==> src/rtl/eprom_seq_pkg.sv <==
package eprom_seq_pkg;

  typedef enum logic [3:0] {
    ST_IDLE, ST_VCC_ON, ST_VPP_ON, ST_CE_SETUP, ST_PULSE, ST_HOLD,
    ST_TRISTATE, ST_VERIFY, ST_FLOAT, ST_VPP_OFF, ST_DONE
  } seq_state_t;

  typedef struct packed {
    logic vcc_en;
    logic vpp_en;
    logic ce_n;
    logic oe_n;
    logic pgm_n;
    logic dout_en;
    logic done;
  } pin_ctl_t;

  // Interval in clocks, rounded up, at least one clock.
  function automatic int unsigned ns_to_cyc_up(int unsigned ns, int unsigned mhz);
    int unsigned c;
    c = (ns * mhz + 999) / 1000;
    return (c == 0) ? 1 : c;
  endfunction

  // Interval in clocks, rounded to nearest, at least one clock.
  function automatic int unsigned ns_to_cyc_near(int unsigned ns, int unsigned mhz);
    int unsigned c;
    c = (ns * mhz + 500) / 1000;
    return (c == 0) ? 1 : c;
  endfunction

  // Pin levels for each step of the sequence.
  function automatic pin_ctl_t decode_pins(seq_state_t s);
    pin_ctl_t p;
    p = '0;
    p.ce_n  = 1'b1;
    p.oe_n  = 1'b1;
    p.pgm_n = 1'b1;
    case (s)
      ST_VCC_ON:   begin p.vcc_en = 1'b1; p.dout_en = 1'b1; end
      ST_VPP_ON:   begin p.vcc_en = 1'b1; p.vpp_en = 1'b1; p.dout_en = 1'b1; end
      ST_CE_SETUP: begin p.vcc_en = 1'b1; p.vpp_en = 1'b1; p.dout_en = 1'b1; p.ce_n = 1'b0; end
      ST_PULSE:    begin p.vcc_en = 1'b1; p.vpp_en = 1'b1; p.dout_en = 1'b1; p.ce_n = 1'b0;
                         p.pgm_n = 1'b0; end
      ST_HOLD:     begin p.vcc_en = 1'b1; p.vpp_en = 1'b1; p.dout_en = 1'b1; p.ce_n = 1'b0; end
      ST_TRISTATE: begin p.vcc_en = 1'b1; p.vpp_en = 1'b1; p.ce_n = 1'b0; end
      ST_VERIFY:   begin p.vcc_en = 1'b1; p.vpp_en = 1'b1; p.ce_n = 1'b0; p.oe_n = 1'b0; end
      ST_FLOAT:    begin p.vcc_en = 1'b1; p.vpp_en = 1'b1; p.ce_n = 1'b0; end
      ST_VPP_OFF:  begin p.vcc_en = 1'b1; end
      ST_DONE:     begin p.done = 1'b1; end
      default:     ;
    endcase
    return p;
  endfunction

endpackage

==> src/rtl/eps_timer.sv <==
module eps_timer #(
  parameter int TW = 14
) (
  input  logic          clk,
  input  logic          rst_n,
  input  logic          load,
  input  logic [TW-1:0] load_val,
  output logic          expired
);
  logic [TW-1:0] cnt_q;

  always_ff @(posedge clk) begin
    if (!rst_n)             cnt_q <= '0;
    else if (load)          cnt_q <= load_val;
    else if (cnt_q != '0)   cnt_q <= cnt_q - 1'b1;
  end

  assign expired = (cnt_q == '0);

  // interval counter steps down by one each clock until it empties
  a_r4_timer_steps: assert property (@(posedge clk) disable iff (!rst_n)
    (!load && cnt_q != '0) |=> (cnt_q == $past(cnt_q) - 1'b1));

endmodule

==> src/rtl/eps_fsm.sv <==
module eps_fsm
  import eprom_seq_pkg::*;
#(
  parameter int ADDR_W     = 14,
  parameter int DATA_W     = 8,
  parameter int MAX_TRIES  = 4,
  parameter int SETUP_CYC  = 250,
  parameter int PULSE_CYC  = 12500,
  parameter int HOLD_CYC   = 250,
  parameter int VERIFY_CYC = 14,
  parameter int FLOAT_CYC  = 17,
  parameter int TW         = 14
) (
  input  logic              clk,
  input  logic              rst_n,
  input  logic              in_valid,
  output logic              in_ready,
  input  logic [ADDR_W-1:0] in_addr,
  input  logic [DATA_W-1:0] in_data,
  output logic              tmr_load,
  output logic [TW-1:0]     tmr_val,
  input  logic              tmr_done,
  input  logic [DATA_W-1:0] rom_din,
  output pin_ctl_t          pins,
  output logic [ADDR_W-1:0] addr,
  output logic [DATA_W-1:0] data,
  output logic              pass,
  output logic              fail,
  output logic [ADDR_W-1:0] fail_addr
);
  localparam int TRY_W = $clog2(MAX_TRIES + 1);

  seq_state_t        state_q, state_d;
  pin_ctl_t          pins_q;
  logic [TRY_W-1:0]  tries_q;
  logic              match_q, pass_q, fail_q;
  logic [ADDR_W-1:0] addr_q, fail_addr_q;
  logic [DATA_W-1:0] data_q;
  logic              accept, give_up;

  assign in_ready = (state_q == ST_IDLE);
  assign accept   = in_valid && in_ready;
  assign give_up  = (tries_q >= TRY_W'(MAX_TRIES));

  always_comb begin
    state_d  = state_q;
    tmr_load = 1'b0;
    tmr_val  = '0;
    case (state_q)
      ST_IDLE: if (in_valid) begin
        state_d = ST_VCC_ON; tmr_load = 1'b1; tmr_val = TW'(SETUP_CYC - 1);
      end
      ST_VCC_ON: if (tmr_done) begin
        state_d = ST_VPP_ON; tmr_load = 1'b1; tmr_val = TW'(SETUP_CYC - 1);
      end
      ST_VPP_ON: if (tmr_done) begin
        state_d = ST_CE_SETUP; tmr_load = 1'b1; tmr_val = TW'(SETUP_CYC - 1);
      end
      ST_CE_SETUP: if (tmr_done) begin
        state_d = ST_PULSE; tmr_load = 1'b1; tmr_val = TW'(PULSE_CYC - 1);
      end
      ST_PULSE: if (tmr_done) begin
        state_d = ST_HOLD; tmr_load = 1'b1; tmr_val = TW'(HOLD_CYC - 1);
      end
      ST_HOLD: if (tmr_done) begin
        state_d = ST_TRISTATE; tmr_load = 1'b1; tmr_val = '0;
      end
      ST_TRISTATE: if (tmr_done) begin
        state_d = ST_VERIFY; tmr_load = 1'b1; tmr_val = TW'(VERIFY_CYC - 1);
      end
      ST_VERIFY: if (tmr_done) begin
        state_d = ST_FLOAT; tmr_load = 1'b1; tmr_val = TW'(FLOAT_CYC - 1);
      end
      ST_FLOAT: if (tmr_done) begin
        tmr_load = 1'b1; tmr_val = TW'(SETUP_CYC - 1);
        state_d  = (match_q || give_up) ? ST_VPP_OFF : ST_CE_SETUP;
      end
      ST_VPP_OFF: if (tmr_done) begin
        state_d = ST_DONE; tmr_load = 1'b1; tmr_val = '0;
      end
      ST_DONE: state_d = ST_IDLE;
      default: state_d = ST_IDLE;
    endcase
  end

  always_ff @(posedge clk) begin
    if (!rst_n) begin
      state_q     <= ST_IDLE;
      pins_q      <= decode_pins(ST_IDLE);
      tries_q     <= '0;
      match_q     <= 1'b0;
      pass_q      <= 1'b0;
      fail_q      <= 1'b0;
      addr_q      <= '0;
      data_q      <= '0;
      fail_addr_q <= '0;
    end else begin
      state_q <= state_d;
      pins_q  <= decode_pins(state_d);
      if (accept) begin
        addr_q  <= in_addr;
        data_q  <= in_data;
        tries_q <= '0;
        fail_q  <= 1'b0;
      end
      if (state_q == ST_CE_SETUP && tmr_done) tries_q <= tries_q + 1'b1;
      if (state_q == ST_VERIFY && tmr_done)   match_q <= (rom_din == data_q);
      if (state_q == ST_FLOAT && tmr_done && (match_q || give_up)) begin
        pass_q <= match_q;
        if (!match_q) begin
          fail_q      <= 1'b1;
          fail_addr_q <= addr_q;
        end
      end
    end
  end

  assign pins      = pins_q;
  assign addr      = addr_q;
  assign data      = data_q;
  assign pass      = pass_q;
  assign fail      = fail_q;
  assign fail_addr = fail_addr_q;

  // VPP only comes up after VCC was already on, VCC only drops once VPP is off
  a_r2_vpp_after_vcc: assert property (@(posedge clk) disable iff (!rst_n)
    $rose(pins_q.vpp_en) |-> $past(pins_q.vcc_en));
  a_r2_vcc_after_vpp: assert property (@(posedge clk) disable iff (!rst_n)
    $fell(pins_q.vcc_en) |-> !$past(pins_q.vpp_en));
  // strobe only in program mode
  a_r4_pulse_mode: assert property (@(posedge clk) disable iff (!rst_n)
    !pins_q.pgm_n |-> (!pins_q.ce_n && pins_q.oe_n && pins_q.vpp_en && pins_q.vcc_en));
  // the part never drives into the host driver
  a_r5_no_contention: assert property (@(posedge clk) disable iff (!rst_n)
    !pins_q.oe_n |-> !pins_q.dout_en);
  // driver returns only after output enable has been high
  a_r7_float_first: assert property (@(posedge clk) disable iff (!rst_n)
    ($rose(pins_q.dout_en) && pins_q.vpp_en) |-> $past(pins_q.oe_n));
  // ready never while the supplies are up
  a_r1_ready_idle: assert property (@(posedge clk) disable iff (!rst_n)
    in_ready |-> (!pins_q.vcc_en && !pins_q.vpp_en));
  // end-of-byte strobe lasts one clock
  a_r9_done_single: assert property (@(posedge clk) disable iff (!rst_n)
    pins_q.done |=> !pins_q.done);
  // strobe count bounded by the retry budget
  a_r8_tries_bound: assert property (@(posedge clk) disable iff (!rst_n)
    tries_q <= TRY_W'(MAX_TRIES));

endmodule

==> src/rtl/eprom_prog_seq.sv <==
module eprom_prog_seq
  import eprom_seq_pkg::*;
#(
  parameter int CLK_MHZ   = 125,
  parameter int ADDR_W    = 14,
  parameter int DATA_W    = 8,
  parameter int MAX_TRIES = 4
) (
  input  logic              clk,
  input  logic              rst_n,
  input  logic              in_valid,
  output logic              in_ready,
  input  logic [ADDR_W-1:0] in_addr,
  input  logic [DATA_W-1:0] in_data,
  output logic              done,
  output logic              done_pass,
  output logic              fail,
  output logic [ADDR_W-1:0] fail_addr,
  output logic [ADDR_W-1:0] rom_addr,
  output logic [DATA_W-1:0] rom_dout,
  output logic              rom_dout_en,
  input  logic [DATA_W-1:0] rom_din,
  output logic              rom_ce_n,
  output logic              rom_oe_n,
  output logic              rom_pgm_n,
  output logic              vcc_hi_en,
  output logic              vpp_hi_en
);
  localparam int SETUP_CYC  = int'(ns_to_cyc_up(2000, CLK_MHZ));
  localparam int HOLD_CYC   = SETUP_CYC;
  localparam int PULSE_CYC  = int'(ns_to_cyc_near(100000, CLK_MHZ));
  localparam int VERIFY_CYC = int'(ns_to_cyc_up(100, CLK_MHZ)) + 1;
  localparam int FLOAT_CYC  = int'(ns_to_cyc_up(130, CLK_MHZ));
  localparam int TW         = $clog2(PULSE_CYC + 1);

  logic          tmr_load, tmr_done;
  logic [TW-1:0] tmr_val;
  pin_ctl_t      pins;

  eps_timer #(.TW(TW)) timer_i (
    .clk(clk), .rst_n(rst_n), .load(tmr_load), .load_val(tmr_val), .expired(tmr_done)
  );

  eps_fsm #(
    .ADDR_W(ADDR_W), .DATA_W(DATA_W), .MAX_TRIES(MAX_TRIES),
    .SETUP_CYC(SETUP_CYC), .PULSE_CYC(PULSE_CYC), .HOLD_CYC(HOLD_CYC),
    .VERIFY_CYC(VERIFY_CYC), .FLOAT_CYC(FLOAT_CYC), .TW(TW)
  ) fsm_i (
    .clk(clk), .rst_n(rst_n),
    .in_valid(in_valid), .in_ready(in_ready), .in_addr(in_addr), .in_data(in_data),
    .tmr_load(tmr_load), .tmr_val(tmr_val), .tmr_done(tmr_done),
    .rom_din(rom_din), .pins(pins), .addr(rom_addr), .data(rom_dout),
    .pass(done_pass), .fail(fail), .fail_addr(fail_addr)
  );

  assign done        = pins.done;
  assign rom_dout_en = pins.dout_en;
  assign rom_ce_n    = pins.ce_n;
  assign rom_oe_n    = pins.oe_n;
  assign rom_pgm_n   = pins.pgm_n;
  assign vcc_hi_en   = pins.vcc_en;
  assign vpp_hi_en   = pins.vpp_en;

endmodule

==> config.mk <==
export PLATFORM = sky130hd
export DESIGN_NAME = eprom_prog_seq
export DESIGN_NICKNAME = d
export VERILOG_FILES = /design/src/rtl/eprom_seq_pkg.sv /design/src/rtl/eps_timer.sv /design/src/rtl/eps_fsm.sv /design/src/rtl/eprom_prog_seq.sv
export SDC_FILE = /design/constraint.sdc
export NUM_CORES = 1
export LEC_CHECK = 0
export BUFFER_PORTS_ARGS = -buffer_cell sky130_fd_sc_hd__buf_2
export CAP_MARGIN = 20
export CORE_UTILIZATION = 45
export CTS_CLUSTER_DIAMETER = 150
export CTS_CLUSTER_SIZE = 40
export DETAILED_ROUTE_END_ITERATION = 10
export PLACE_DENSITY_LB_ADDON = 0.25
export SLEW_MARGIN = 15
export SYNTH_ARGS = -nofsm -noshare
export SYNTH_HDL_FRONTEND = slang
export SYNTH_HIERARCHICAL = 1
export SYNTH_SLANG_ARGS = --single-unit
==> constraint.sdc <==
create_clock -name clk -period 4.61 [get_ports clk]
set_input_delay 0.922 -clock clk [delete_from_list [all_inputs] [get_ports clk]]
set_output_delay 0.922 -clock clk [all_outputs]
set_load 0.01 [all_outputs]
==> metrics.md <==
| Metric | Value |
|---|---|
| Outcome | `finished, final reports clean` |
| Sw power | `0.7042 mW` |
| Pwr/cell area | `514.2 nW/µm²` |
| Non-filler cells, final | `554` |
| Std-Cell Rows | `30` |
| Share of cells above drive strength 1 | `24.89%` |
| Total core area | `6794 µm²` |
| Antenna viol nets, final | `0` |
| Slew HR | `36.53%` |
| Drt initial violations | `120` |
| Util after Layout | `54.31%` |
| Kind of critical path | `flip-flop to flip-flop` |
| M1 GR Usage | `25.74%` |
| Die height | `85.86 µm` |
| Max-cap violations | `0` |
| M3 GR Usage | `5.101%` |
| Starting Density | `46.57%` |
| Area leader, netlist | `dfxtp_1` |
| Clk buf depth | `2` |
| Mapped Cells | `393` |
| Distinct cells, synth | `64` |
| Comb pwr share | `33.6%` |
| Synth Area per Inst | `8.052 µm²` |
| Gr ovfl total | `0` |
| Met2 Usage GRT | `31.05%` |
| DRT Pass-1 Iters | `4` |
| Number of synthesized register bits | `67` |
| Crit-path cells | `inv_1 > ha_1 > or4b_4 > or4_1 > inv_2 > o21ai_0 > o22ai_1 > inv_1 > o21ai_0 > a31oi_1` |
| Antenna violations before repair | `0` |
| Worst slew pin tran | `952.1 ps` |
| Final period utilization | `78.05%` |
| Clock transition at path regs | `70 ps` |
| Seq/Total Area, Yosys | `42.39%` |
| Die W | `85.86 µm` |
| Slowest CP cell | `or4_1` |
| Most common library cells after synthesis | `nand2_1 (87), dfxtp_1 (67), a21oi_1 (51), nor2_1 (17), o21ai_0 (16)` |
| Vias in the first global route | `2469` |
| Arr. time, crit path | `3800 ps` |
| H-Tree Level Count | `3` |
| Unrepaired setup endpoints after global routing | `no` |
| Top-count cell post-synth | `nand2_1` |
| Total Wirelength | `7000 µm` |
| Final worst slack | `1012 ps` |
| Synth area leaders | `dfxtp_1 (42%), nand2_1 (10%), a21oi_1 (8.1%), o21ai_0 (2.5%), xnor2_1 (2.5%)` |
| Dpl ws | `1070 ps` |
| Setup crit start kind | `flip-flop` |
| Lkg Pwr | `1.511 nW` |
| CTS root buffer | `clkbuf_8` |
| Worst Path Required | `4810 ps` |
| Maximum vdd drop | `236.8 µV` |
| Min cycle time layout | `3598 ps` |
| IO Pins | `79` |
| Clock sink count | `67` |
| Count of pins over their slew limit | `0` |
| Switching share of total power | `37.11%` |
| CP max FO | `18` |
| Number of synthesis warnings | `6` |
| Main synth FF type | `dfxtp_1` |
| Total power | `1.897 mW` |
| Yosys top cell area share | `42.39%` |
| Worst skew pair latency | `340 ps` |
| Setup Skew | `9.445 ps` |
| CTS tree | `yes` |
| IO Port Bufs | `78` |
| Vias per inst | `5.056` |
| DR DRC count | `0` |
| Nets | `488` |
| Family with the most delay on the worst path | `simple AND/OR/NAND/NOR gates` |
| CP endpoint kind | `flip-flop` |
| Sequential share of power | `41.4%` |
| All-Layer GR Usage | `19.92%` |
| Synth async-reset ratio | `0%` |
| CTS buffer count | `9` |
| Sum Neg Setup Slack | `0 ps` |
| Reg-to-reg slack, setup | `1010 ps` |
| Post-CTS Setup Bufs | `0` |
| Mapped Area | `3164 µm²` |
| Vias post-DR | `2801` |
| Worst hold path type | `flip-flop to flip-flop` |
| First-pass GRT wire length | `11590 µm` |
| Routability cong. | `0.8486` |
| Worst path max stage delay | `700 ps` |
| Full die area | `7371 µm²` |
| N_diodes | `0` |
| P_int | `1.193 mW` |
| Post_cts resized | `0` |
| # setup viols final | `0` |
| Clock Power Share | `25.0%` |
| Drt wl/cell | `12.64 µm` |
| Area delta synth->final | `16.61%` |
| Achievable Freq | `277.9 MHz` |
| GRT busiest layer | `met2` |
| EDFF count, synth | `0` |
| Final Hold Viols | `0` |
| Placed Cells | `538` |
| Largest net degree at the start of global routing | `48` |
| Critical path buffers and inverters | `3` |
| Post-DP HPWL | `4723 µm` |
| CTS Hold Bufs | `0` |
==> final timing paths <==
path,startpoint,endpoint,depth (start not counted)
max reg2reg,timer_i/cnt_q[0],timer_i/cnt_q[2],10
max,timer_i/cnt_q[0],timer_i/cnt_q[2],10
min reg2reg,fsm_i/fail_addr[9],fsm_i/fail_addr[9],2
min,fsm_i/fail_addr[9],fsm_i/fail_addr[9],2
==> worst reg2reg max path: stages, from the launching register on <==
cell     delay [ps]
dfxtp_1         340
inv_1            90
ha_1            230
or4b_4          500
or4_1           700
inv_2           290
o21ai_0         140
o22ai_1         520
inv_1           360
o21ai_0         250
a31oi_1          60
==> sequential cells by signal (all words and copies together), names as in the netlist, 3 cells and up <==
| signal | cells |
|---|---|
| fsm_i/data | 8 |
| fsm_i/fail_addr | 14 |
| fsm_i/addr | 14 |
| fsm_i/tries_q | 3 |
| fsm_i/pins | 7 |
| fsm_i/state_q | 4 |
| timer_i/cnt_q | 14 |
==> cell usage in the layout, fill, tap and decap left out, types with 4 or more instances in the layout <==
| cell type | count |
|---|---|
| nand2b_1 | 5 |
| xor2_1 | 4 |
| nand4_1 | 4 |
| nor2_1 | 17 |
| dfxtp_1 | 67 |
| xnor2_1 | 9 |
| nor4_1 | 5 |
| buf_2 | 78 |
| nand3_1 | 11 |
| conb_1 | 4 |
| nand2_1 | 87 |
| or4_1 | 6 |
| inv_1 | 6 |
| clkbuf_8 | 9 |
| a21oi_1 | 51 |
| nor3_1 | 4 |
| or3_1 | 6 |
| o21ai_0 | 16 |
==> per-layer routing <==
metal / vias to the layer above / share of wire (%)
met4: 0 / 2.2
met5: - / 0
li1: 1464 / -
met1: 1255 / 47
met3: 12 / 5.4
met2: 70 / 46
==> cell families (layout without fill, tap and decap cells) <==
group / Yosys count / count (layout) / share of synthesized area, %
AO/OA/AOI/OAI: 99 / 99 / 19.22
buffers and inverters: 42 / 104 / 7.394
flip-flops: 67 / 67 / 42.39
AND/OR/NAND/NOR: 168 / 168 / 26.18
adder cells (fa/ha/maj): 2 / 2 / 0.7907
multiplexers: 1 / 1 / 0.3163
other: 1 / 4 / 0.1185
XOR/XNOR: 13 / 13 / 3.598
==> final cells by class <==
| type | instances | area (µm²) |
|---|---|---|
| Multi-Input combinational cell | 287 | 1600 |
| Fill cell | 680 | 3104 |
| Timing Repair Buffer | 80 | 405.4 |
| Tap cell | 96 | 120.1 |
| Inverter | 8 | 30.03 |
| Clock inverter | 7 | 68.82 |
| Clock buffer | 9 | 123.9 |
| Sequential cell | 67 | 1341 |
==> stage by stage <==
step	cell area [µm²]	hold WS [ps]
2_1_floorplan	3176	469.5
3_3_place_gp	3497	438.6
3_5_place_dp	3497	443.0
5_1_grt	3690	472.7
6_report	3690	451.6
4_1_cts	3690	454.4
==> power by group through the flow <==
stage / clock (mW) / sequential, mW / combinational, mW
floorplan: 0 / 0.766 / 0.531
global placement: 0 / 0.792 / 0.630
detailed placement: 0 / 0.796 / 0.632
CTS: 0.490 / 0.783 / 0.637
global route: 0.519 / 0.801 / 0.714
finish: 0.475 / 0.785 / 0.638
Power figures use the tool's default switching activity.
